**src/rtl/crtc_pkg.sv**
```systemverilog
// Shared widths and the decoded timing record for the raster generator.
// Assumes characters are a power-of-two number of pixels wide.
package crtc_pkg;
    localparam int REG_W     = 8;               // width of each timing register
    localparam int PIX_SH    = 3;               // log2 of pixels per character
    localparam int HCH_W     = REG_W + 1;       // decoded character counts
    localparam int PX_W      = HCH_W + PIX_SH;  // pixel column counter
    localparam int VHI_W     = 2;               // vertical bits held outside the base register
    localparam int VLN_W     = REG_W + VHI_W + 1; // decoded line counts, one spare bit
    localparam int HTOT_BIAS = 5;
    localparam int HDSP_BIAS = 1;
    localparam int HSYN_BIAS = 1;
    localparam int VTOT_BIAS = 2;
    localparam int VDSP_BIAS = 1;
    localparam int FRONT_PORCH_LINES = 1;
    localparam int VSYNC_LINES       = 2;
    localparam int HTOT_LO_W = 6;               // low bits of total taken from the biased sum

    typedef struct packed {
        logic [HCH_W-1:0] h_total;   // characters per line
        logic [HCH_W-1:0] h_disp;    // displayed characters
        logic [HCH_W-1:0] h_ss;      // first sync character
        logic [HCH_W-1:0] h_se;      // first character after sync
        logic [VLN_W-1:0] v_total;   // lines per frame
        logic [VLN_W-1:0] v_disp;    // displayed lines
        logic [VLN_W-1:0] v_ss;      // first vsync line
        logic [VLN_W-1:0] v_se;      // first line after vsync
    } crtc_timing_t;
endpackage

```
**src/rtl/crtc_field_decode.sv**
```systemverilog
// Removes the register biases and gathers the scattered high bits into
// plain counts. Purely combinational; assumes the register block holds
// its values steady between writes.
module crtc_field_decode
    import crtc_pkg::*;
(
    input  logic [REG_W-1:0] htot_reg,
    input  logic [REG_W-1:0] hdisp_reg,
    input  logic [REG_W-1:0] hss_reg,
    input  logic [REG_W-1:0] hse_reg,
    input  logic [REG_W-1:0] vtot_reg,
    input  logic [REG_W-1:0] vde_reg,
    input  logic [REG_W-1:0] ovf_reg,
    input  logic [REG_W-1:0] ext_reg,
    output crtc_timing_t     timing
);
    logic [REG_W-1:0] htot_sum;
    logic [VLN_W-1:0] vt_raw;
    logic [VLN_W-1:0] vd_raw;

    // Decode horizontal fields: line length is stitched from biased sum and extension bits.
    always_comb begin
        htot_sum       = htot_reg + REG_W'(HTOT_BIAS);
        timing.h_total = {1'b0, ext_reg[5:4], htot_sum[HTOT_LO_W-1:0]};
        timing.h_disp  = {1'b0, hdisp_reg} + HCH_W'(HDSP_BIAS);
        timing.h_ss    = {1'b0, hss_reg} - HCH_W'(HSYN_BIAS);
        timing.h_se    = {1'b0, hse_reg} - HCH_W'(HSYN_BIAS);
    end

    // Decode vertical fields: high bits come from the overflow register only.
    always_comb begin
        vt_raw         = {1'b0, ovf_reg[5], ovf_reg[0], vtot_reg};
        vd_raw         = {1'b0, ovf_reg[6], ovf_reg[1], vde_reg};
        timing.v_total = vt_raw + VLN_W'(VTOT_BIAS);
        timing.v_disp  = vd_raw + VLN_W'(VDSP_BIAS);
        timing.v_ss    = timing.v_disp + VLN_W'(FRONT_PORCH_LINES);
        timing.v_se    = timing.v_ss + VLN_W'(VSYNC_LINES);
    end
endmodule

```
**src/rtl/crtc_timing_shadow.sv**
```systemverilog
// Holds the timing used by the frame in progress. Loads during reset and
// on the final pixel of a frame; otherwise holds.
module crtc_timing_shadow
    import crtc_pkg::*;
(
    input  logic         clk,
    input  logic         rst_n,
    input  logic         load,
    input  crtc_timing_t next_timing,
    output crtc_timing_t cur_timing
);
    // Capture decoded timing at reset or frame end.
    always_ff @(posedge clk) begin
        if (!rst_n || load) begin
            cur_timing <= next_timing;
        end
    end


    shadow_hold_chk: assert property (@(posedge clk) disable iff (!rst_n)
        !load |=> $stable(cur_timing));
endmodule

```
**src/rtl/crtc_raster_counter.sv**
```systemverilog
// Pixel column and line counters. Assumes totals are non-zero; uses
// greater-or-equal wrap tests so an out-of-range state still recovers.
module crtc_raster_counter
    import crtc_pkg::*;
(
    input  logic             clk,
    input  logic             rst_n,
    input  crtc_timing_t     timing,
    output logic [PX_W-1:0]  col,
    output logic [VLN_W-1:0] row,
    output logic             frame_end
);
    logic [PX_W-1:0] line_px;
    logic            line_end;

    // Last-pixel and last-line detection against the shadow timing.
    always_comb begin
        line_px   = {timing.h_total, {PIX_SH{1'b0}}};
        line_end  = (col >= line_px - PX_W'(1));
        frame_end = line_end && (row >= timing.v_total - VLN_W'(1));
    end

    // Advance the column every clock and the line at each column wrap.
    always_ff @(posedge clk) begin
        if (!rst_n) begin
            col <= '0;
            row <= '0;
        end else if (line_end) begin
            col <= '0;
            row <= frame_end ? '0 : row + VLN_W'(1);
        end else begin
            col <= col + PX_W'(1);
        end
    end


    col_bound_chk: assert property (@(posedge clk) disable iff (!rst_n)
        col < line_px);

    row_hold_chk: assert property (@(posedge clk) disable iff (!rst_n)
        !line_end |=> $stable(row));
endmodule

```
**src/rtl/crtc_sync_gen.sv**
```systemverilog
// Derives sync pulses and the display window from the counters and the
// shadow timing. Combinational outputs; character index is column / 8.
module crtc_sync_gen
    import crtc_pkg::*;
(
    input  logic             clk,
    input  logic             rst_n,
    input  crtc_timing_t     timing,
    input  logic [PX_W-1:0]  col,
    input  logic [VLN_W-1:0] row,
    output logic             hsync,
    output logic             vsync,
    output logic             disp_en
);
    logic [HCH_W-1:0] chr;

    // Window compares in character units horizontally and lines vertically.
    always_comb begin
        chr     = col[PX_W-1:PIX_SH];
        hsync   = (chr >= timing.h_ss) && (chr < timing.h_se);
        vsync   = (row >= timing.v_ss) && (row < timing.v_se);
        disp_en = (chr < timing.h_disp) && (row < timing.v_disp);
    end


    hsync_align_chk: assert property (@(posedge clk) disable iff (!rst_n)
        $rose(hsync) |-> (col[PIX_SH-1:0] == '0));

    vsync_blank_chk: assert property (@(posedge clk) disable iff (!rst_n)
        disp_en |-> !vsync);
endmodule

```
**src/rtl/crtc_raster_gen.sv**
```systemverilog
// Top of the raster timing generator: decode, shadow, count, window.
// Assumes register inputs are synchronous to clk.
module crtc_raster_gen
    import crtc_pkg::*;
(
    input  logic              clk,
    input  logic              rst_n,
    input  logic [REG_W-1:0]  htot_reg,
    input  logic [REG_W-1:0]  hdisp_reg,
    input  logic [REG_W-1:0]  hss_reg,
    input  logic [REG_W-1:0]  hse_reg,
    input  logic [REG_W-1:0]  vtot_reg,
    input  logic [REG_W-1:0]  vde_reg,
    input  logic [REG_W-1:0]  ovf_reg,
    input  logic [REG_W-1:0]  ext_reg,
    output logic              hsync,
    output logic              vsync,
    output logic              disp_en,
    output logic [PX_W-1:0]   pix_x,
    output logic [VLN_W-1:0]  line_y
);
    crtc_timing_t decoded;
    crtc_timing_t active;
    logic         frame_end;

    crtc_field_decode u_decode (
        .htot_reg (htot_reg),  .hdisp_reg(hdisp_reg),
        .hss_reg  (hss_reg),   .hse_reg  (hse_reg),
        .vtot_reg (vtot_reg),  .vde_reg  (vde_reg),
        .ovf_reg  (ovf_reg),   .ext_reg  (ext_reg),
        .timing   (decoded)
    );

    crtc_timing_shadow u_shadow (
        .clk(clk), .rst_n(rst_n), .load(frame_end),
        .next_timing(decoded), .cur_timing(active)
    );

    crtc_raster_counter u_count (
        .clk(clk), .rst_n(rst_n), .timing(active),
        .col(pix_x), .row(line_y), .frame_end(frame_end)
    );

    crtc_sync_gen u_sync (
        .clk(clk), .rst_n(rst_n), .timing(active),
        .col(pix_x), .row(line_y),
        .hsync(hsync), .vsync(vsync), .disp_en(disp_en)
    );
endmodule

```
**config.mk**
```make
export PLATFORM = sky130hd
export DESIGN_NAME = crtc_raster_gen
export DESIGN_NICKNAME = d
export VERILOG_FILES = /design/src/rtl/crtc_pkg.sv /design/src/rtl/crtc_field_decode.sv /design/src/rtl/crtc_timing_shadow.sv /design/src/rtl/crtc_raster_counter.sv /design/src/rtl/crtc_sync_gen.sv /design/src/rtl/crtc_raster_gen.sv
export SDC_FILE = /design/constraint.sdc
export NUM_CORES = 1
export LEC_CHECK = 0
export CORE_MARGIN = 2
export CORE_UTILIZATION = 50
export DETAILED_ROUTE_END_ITERATION = 7
export GPL_TIMING_DRIVEN = 1
export PLACE_DENSITY = 0.83
export SYNTH_ARGS = -nofsm -noshare
export SYNTH_HDL_FRONTEND = slang
export SYNTH_SLANG_ARGS = --single-unit
```
**constraint.sdc**
```tcl
create_clock -name clk -period 5.3 [get_ports clk]
set_input_delay 1.06 -clock clk [delete_from_list [all_inputs] [get_ports clk]]
set_output_delay 1.06 -clock clk [all_outputs]
set_load 0.005 [all_outputs]
```
### After elaboration in Yosys (flattened, before gate mapping)

Index checks and enable logic that the tools add are counted.

* add/sub/neg operators: 12
* div/mod/pow operators: 0
* equality and inequality tests: 0
* multipliers: 0
* bitwise logic cells: 1
* shift operators: 0
* reductions and logical operators: 7
* order comparisons: 8
* multiplexer cells: 1

Operators with widths (number)
* $add A11 B1 Y11 const B: 2
* $ge A11 B11 Y1: 2
* $lt A11 B11 Y1: 2
* $lt A9 B9 Y1: 2
* $sub A8 B1 Y9 const B: 2
* $add A12 B1 Y12 const B: 1
* $ge A12 B12 Y1: 1
* $sub A11 B1 Y12 const B: 1
* $add A10 B1 Y11 const B: 1
* $add A10 B2 Y11 const B: 1
* $add A11 B2 Y11 const B: 1
* $mux W11: 1
* $sub A11 B1 Y11 const B: 1
* $add A8 B1 Y9 const B: 1
* $ge A9 B9 Y1: 1
* $add A6 B3 Y6 const B: 1
* $logic_and A1 B1 Y1: 4
* $reduce_or A2 Y1: 1
* $logic_not A1 Y1: 1
* $logic_or A1 B1 Y1: 1
* $not A1 Y1: 1

* memories kept: 0
* bits in writable memories: 0
* flip-flop bits (word level): 102
* memory bits (read-only): 0
* bits in latches: 0
* input port bits: 66

### Longest topological paths before layout

* depth after elaboration: 4
* depth in mapped cells: 13

### Cells and area by module

From an unflattened synthesis, not the netlist that was laid out.

* cell total of the unflattened synthesis: 643
* area, all modules: 6840.3 um2

By module, submodules not included
* crtc_timing_shadow: times used 1, area an instance 2408.6 um2, cells an instance 81
* crtc_raster_counter: times used 1, area an instance 1795.5 um2, cells an instance 207
* crtc_sync_gen: times used 1, area an instance 1385.1 um2, cells an instance 184
* crtc_field_decode: times used 1, area an instance 1251.2 um2, cells an instance 171

### Worst setup path before layout

No wires, ideal clock.

* kind: register -> register
* from: reg u_shadow.cur_timing[73] in the netlist's numbering
* to: reg u_shadow.cur_timing[0] in the netlist's numbering, enable pin
* cell stages (with the launch flop): 10
* clock period less this slack: 4493 ps
* path slack: 807 ps
* buffers on the path: 0
* library setup time: 445 ps
* data arrival time: 4049 ps
* required time: 4855 ps
* cells stage by stage: edfxtp_1 -> or3_1 -> or2_2 -> or4_1 -> ha_1 -> nand4_1 -> nor2_1 -> a221oi_2 -> nand2_1 -> and2_1

* word-level cells in the longest chain between the ends: 4

Ends and longest elaborated chain
* from (decl): line crtc_timing_shadow.sv:10 `output crtc_timing_t cur_timing`
* from (signal assigned): line crtc_timing_shadow.sv:15 `cur_timing <= next_timing;`
* $sub A11 B1 Y12: line crtc_raster_counter.sv:19 `line_end = (col >= line_px - PX_W'(1));`
* $ge A12 B12 Y1: line crtc_raster_counter.sv:19
* $logic_and A1 B1 Y1: line crtc_raster_counter.sv:20 `frame_end = line_end && (row >= timing.v_total - VLN_W'(1));`
* $logic_or A1 B1 Y1: line crtc_timing_shadow.sv:14 `if (!rst_n || load) begin`

Every way passes these cells.
A chain may end at the register's enable or synchronous reset.

### Worst setup path after layout

* from: reg u_shadow.cur_timing[73] in the netlist's numbering
* to: reg u_shadow.cur_timing[1] in the netlist's numbering, enable pin

The elaborated chain is that of the path after synthesis.

==> run_summary.xml <==
<?xml version="1.0" encoding="UTF-8"?>
<metrics>
  <group name="run_status">
    <metric name="outcome" unit="">completed</metric>
  </group>
  <group name="place">
    <metric name="postPlaceCellArea" unit="mm²">0.00763</metric>
    <metric name="finalWeightedCongestion" unit="">0.829</metric>
    <metric name="port-buffer-count" unit="">79</metric>
    <metric name="dp_hpwl" unit="µm">10400</metric>
  </group>
  <group name="die">
    <metric name="dieArea" unit="mm²">0.0143</metric>
    <metric name="starting_density" unit="%">50.7</metric>
    <metric name="num_rows" unit="">42</metric>
    <metric name="die_boundary_height" unit="µm">119</metric>
    <metric name="core_area" unit="mm²">0.0131</metric>
    <metric name="chipWidth" unit="µm">119</metric>
    <metric name="io_pins" unit="">92</metric>
  </group>
  <group name="job">
    <metric name="max-cap-violations" unit="">0</metric>
  </group>
  <group name="drt">
    <metric name="detailroute.via_count" unit="">4816</metric>
    <metric name="drt-total-wl" unit="µm">13500</metric>
    <metric name="post-route-drc-count" unit="">0</metric>
    <metric name="drtIter0Drc" unit="">222</metric>
    <metric name="avgRoutedWirePerCell" unit="µm">15.0</metric>
    <metric name="drtPass1Iterations" unit="">5</metric>
    <metric name="route.detailed.vias_per_inst" unit="">5.35</metric>
    <metric name="post_detailed_route_count_of_antenna_violating_nets" unit="">0</metric>
  </group>
  <group name="cts">
    <metric name="worstSkewPairLatency" unit="ps">350</metric>
    <metric name="cts_repair_resize_count" unit="">0</metric>
    <metric name="tritoncts_num_sinks" unit="">101</metric>
    <metric name="clock_tree.buffer_depth" unit="">2</metric>
    <metric name="clk_transition_reported_paths" unit="ps">70</metric>
    <metric name="tritoncts" unit="">built</metric>
    <metric name="hold_buffers" unit="">0</metric>
    <metric name="cts-root-buf" unit="">clkbuf_16</metric>
    <metric name="num_cts_buffers" unit="">9</metric>
    <metric name="htree_num_levels" unit="">3</metric>
    <metric name="post-cts-setup-buffers" unit="">0</metric>
  </group>
  <group name="synthesis">
    <metric name="synth_flop_cell" unit="">edfxtp_1</metric>
    <metric name="mappedNetlistNets" unit="">790</metric>
    <metric name="synth-async-reset-ratio" unit="%">0</metric>
    <metric name="yosysUniqueCellTypes" unit="">60</metric>
    <metric name="synth_seq_cells" unit="">101</metric>
    <metric name="post_synth_inst_count" unit="">636</metric>
    <metric name="syn-mean-instance-area" unit="µm²">10.5</metric>
    <metric name="seq_area_frac_synth" unit="%">42.1</metric>
    <metric name="yosysWarningCount" unit="">0</metric>
    <metric name="netlist_area" unit="mm²">0.00666</metric>
    <metric name="synth_enable_flop_cells" unit="">78</metric>
  </group>
  <group name="pwr">
    <metric name="power_per_cell_area" unit="mW/mm²">225</metric>
    <metric name="vdd_ir_drop_max" unit="V">0.000210</metric>
    <metric name="p_leak" unit="nW">3.52</metric>
  </group>
  <group name="finish">
    <metric name="mostFrequentLayoutCells" unit="">88 x ha_1, 80 x inv_1, 79 x clkdlybuf4s50_1, 78 x edfxtp_1, 51 x xnor2_1</metric>
    <metric name="layout-area-overhead-vs-synth" unit="%">19.0</metric>
    <metric name="finalNetCount" unit="">873</metric>
    <metric name="diodes" unit="">0</metric>
    <metric name="leading_cell_type_in_the_layout_fill_and_taps_excluded" unit="">ha_1</metric>
    <metric name="ratio_of_cells_with_drive_above_1_in_the_final_layout" unit="%">5.25</metric>
    <metric name="post-route-cell-area" unit="mm²">0.00793</metric>
    <metric name="fillers" unit="">1059</metric>
  </group>
  <group name="global_routing">
    <metric name="grt_antenna_before_repair" unit="">0</metric>
    <metric name="first_global_vias" unit="">4850</metric>
    <metric name="largest_net_degree_at_the_start_of_global_routing" unit="">79</metric>
    <metric name="grt_util_all_layers" unit="%">19.9</metric>
    <metric name="grt.overflow.total" unit="">0</metric>
    <metric name="grt_first_pass_wirelength" unit="µm">22900</metric>
  </group>
  <group name="timing">
    <metric name="final-hold-violation-count" unit="">0</metric>
    <metric name="grt_setup_unrepaired" unit="">false</metric>
    <metric name="timing.final.setup_violations" unit="">0</metric>
    <metric name="layout_worst_path_cycle_share" unit="%">82.1</metric>
    <metric name="clock-skew-final" unit="ps">5.85</metric>
    <metric name="slew_violations" unit="">0</metric>
    <metric name="slew-limit-headroom" unit="%">32.8</metric>
    <metric name="fin_crit" unit="ps">4350</metric>
    <metric name="max_slew.worst_pin.slew" unit="ps">1010</metric>
    <metric name="setup_tns" unit="ps">0</metric>
    <metric name="hold_slack" unit="ps">503</metric>
    <metric name="clock.fmax" unit="MHz">230</metric>
  </group>
  <group name="setup_path">
    <metric name="crit_type" unit="">reg2reg</metric>
    <metric name="cp.required" unit="ps">5270</metric>
    <metric name="crit_path_end_kind" unit="">register</metric>
    <metric name="critical_path.max_fanout" unit="">78</metric>
    <metric name="critical_path_arrival" unit="ps">4320</metric>
    <metric name="crit_path_start_kind" unit="">register</metric>
  </group>
  <group name="min_path">
    <metric name="worstHoldPathType" unit="">reg2reg</metric>
  </group>
</metrics>
cell families after synthesis:
group,Yosys count,share of synthesized area (%)
and+or+nand+nor,180,14.2
DFF,101,42.1
buffers and inverters,90,5.39
AOI/OAI and AO/OA,88,9.17
adders and majority gates,88,16.5
xor gates and xnor gates,87,12.3
muxes,2,0.301
report_power, final:
| part | total (mW) | switching (mW) | internal [mW] | leakage, nW |
|---|---|---|---|---|
| clock | 0.651 | 0.276 | 0.375 | 0.149 |
| sequential | 0.911 | 0.0156 | 0.895 | 0.928 |
| combinational | 0.218 | 0.114 | 0.104 | 2.44 |
| total | 1.78 | 0.405 | 1.37 | 3.52 |
path summary, 6_finish.rpt:
check / from / end / slack, ps / cells after the start
worst min register to register: u_count.col[0]$_SDFF_PP0_ / u_count.col[0]$_SDFF_PP0_ / 500 / 1
worst max register to register: u_shadow.cur_timing[73]$_DFFE_PP_ / u_shadow.cur_timing[1]$_DFFE_PP_ / 950 / 10
worst max-delay path: u_shadow.cur_timing[73]$_DFFE_PP_ / u_shadow.cur_timing[1]$_DFFE_PP_ / 950 / 10
worst min-delay path: u_count.col[0]$_SDFF_PP0_ / u_count.col[0]$_SDFF_PP0_ / 500 / 1
stage by stage:
step                      setup WS [ps]  power [mW]  utilization (%)  cells
after floorplan                     807        1.06                -    636
after detailed placement            967        1.14             58.1    884
final                               948        1.78             60.3    900
after CTS                           968        1.79             60.3    900
after global routing                681        1.84             60.3    900
after global placement             1120        1.13             58.1    884
routing by layer:
metal	vias to the layer above	track usage, %	part of all wire (%)
li1	2395	-	-
met1	2313	24.6	43
met2	91	35.3	51
met3	17	3.54	4.1
met4	0	6.10	1.5
met5	-	0	0
flip-flops by register name, summed over array words and instances (netlist names):
register,count
u_count.row,11
u_count.col,12
u_shadow.cur_timing,78
critical path, stage by stage (launching register included):
cell	delay (ps)
edfxtp_1	430
or3_1	380
or2_2	310
or4_1	440
ha_1	330
nand4_1	100
nor2_1	160
a221oi_2	90
buf_4	190
nand2_1	550
and2_4	950
synthesized netlist by cell type (3+ instances only):
cell type / n / share of area [%]
o21ai_0: 9 / 0.68
nand3_2: 3 / 0.45
nand4_1: 5 / 0.47
nand2_1: 34 / 1.9
xor2_1: 31 / 4.1
nand2b_1: 6 / 0.56
inv_1: 80 / 4.5
a31oi_1: 3 / 0.28
edfxtp_1: 78 / 35
nor4_1: 7 / 0.66
nor2b_1: 5 / 0.47
xnor2_1: 51 / 6.7
a211oi_1: 5 / 0.56
nand3_1: 30 / 2.3
and3_1: 13 / 1.2
clkbuf_1: 3 / 0.17
nor3_1: 19 / 1.4
buf_4: 3 / 0.34
o21a_1: 3 / 0.34
dfxtp_1: 23 / 6.9
a21o_1: 26 / 2.9
ha_1: 88 / 17
or2_2: 3 / 0.28
nor2_1: 38 / 2.1
a21oi_1: 25 / 1.9
cell type report:
type	count	area [µm²]	area share [%]
Multi-Input combinational cell	445	3500	44.2
Sequential cell	101	2800	35.4
Timing Repair Buffer	81	806	10.2
Inverter	81	304	3.84
Clock buffer	11	243	3.06
Tap cell	176	220	2.78
Clock inverter	5	50.0	0.631
(Power assumes the default switching activity.)
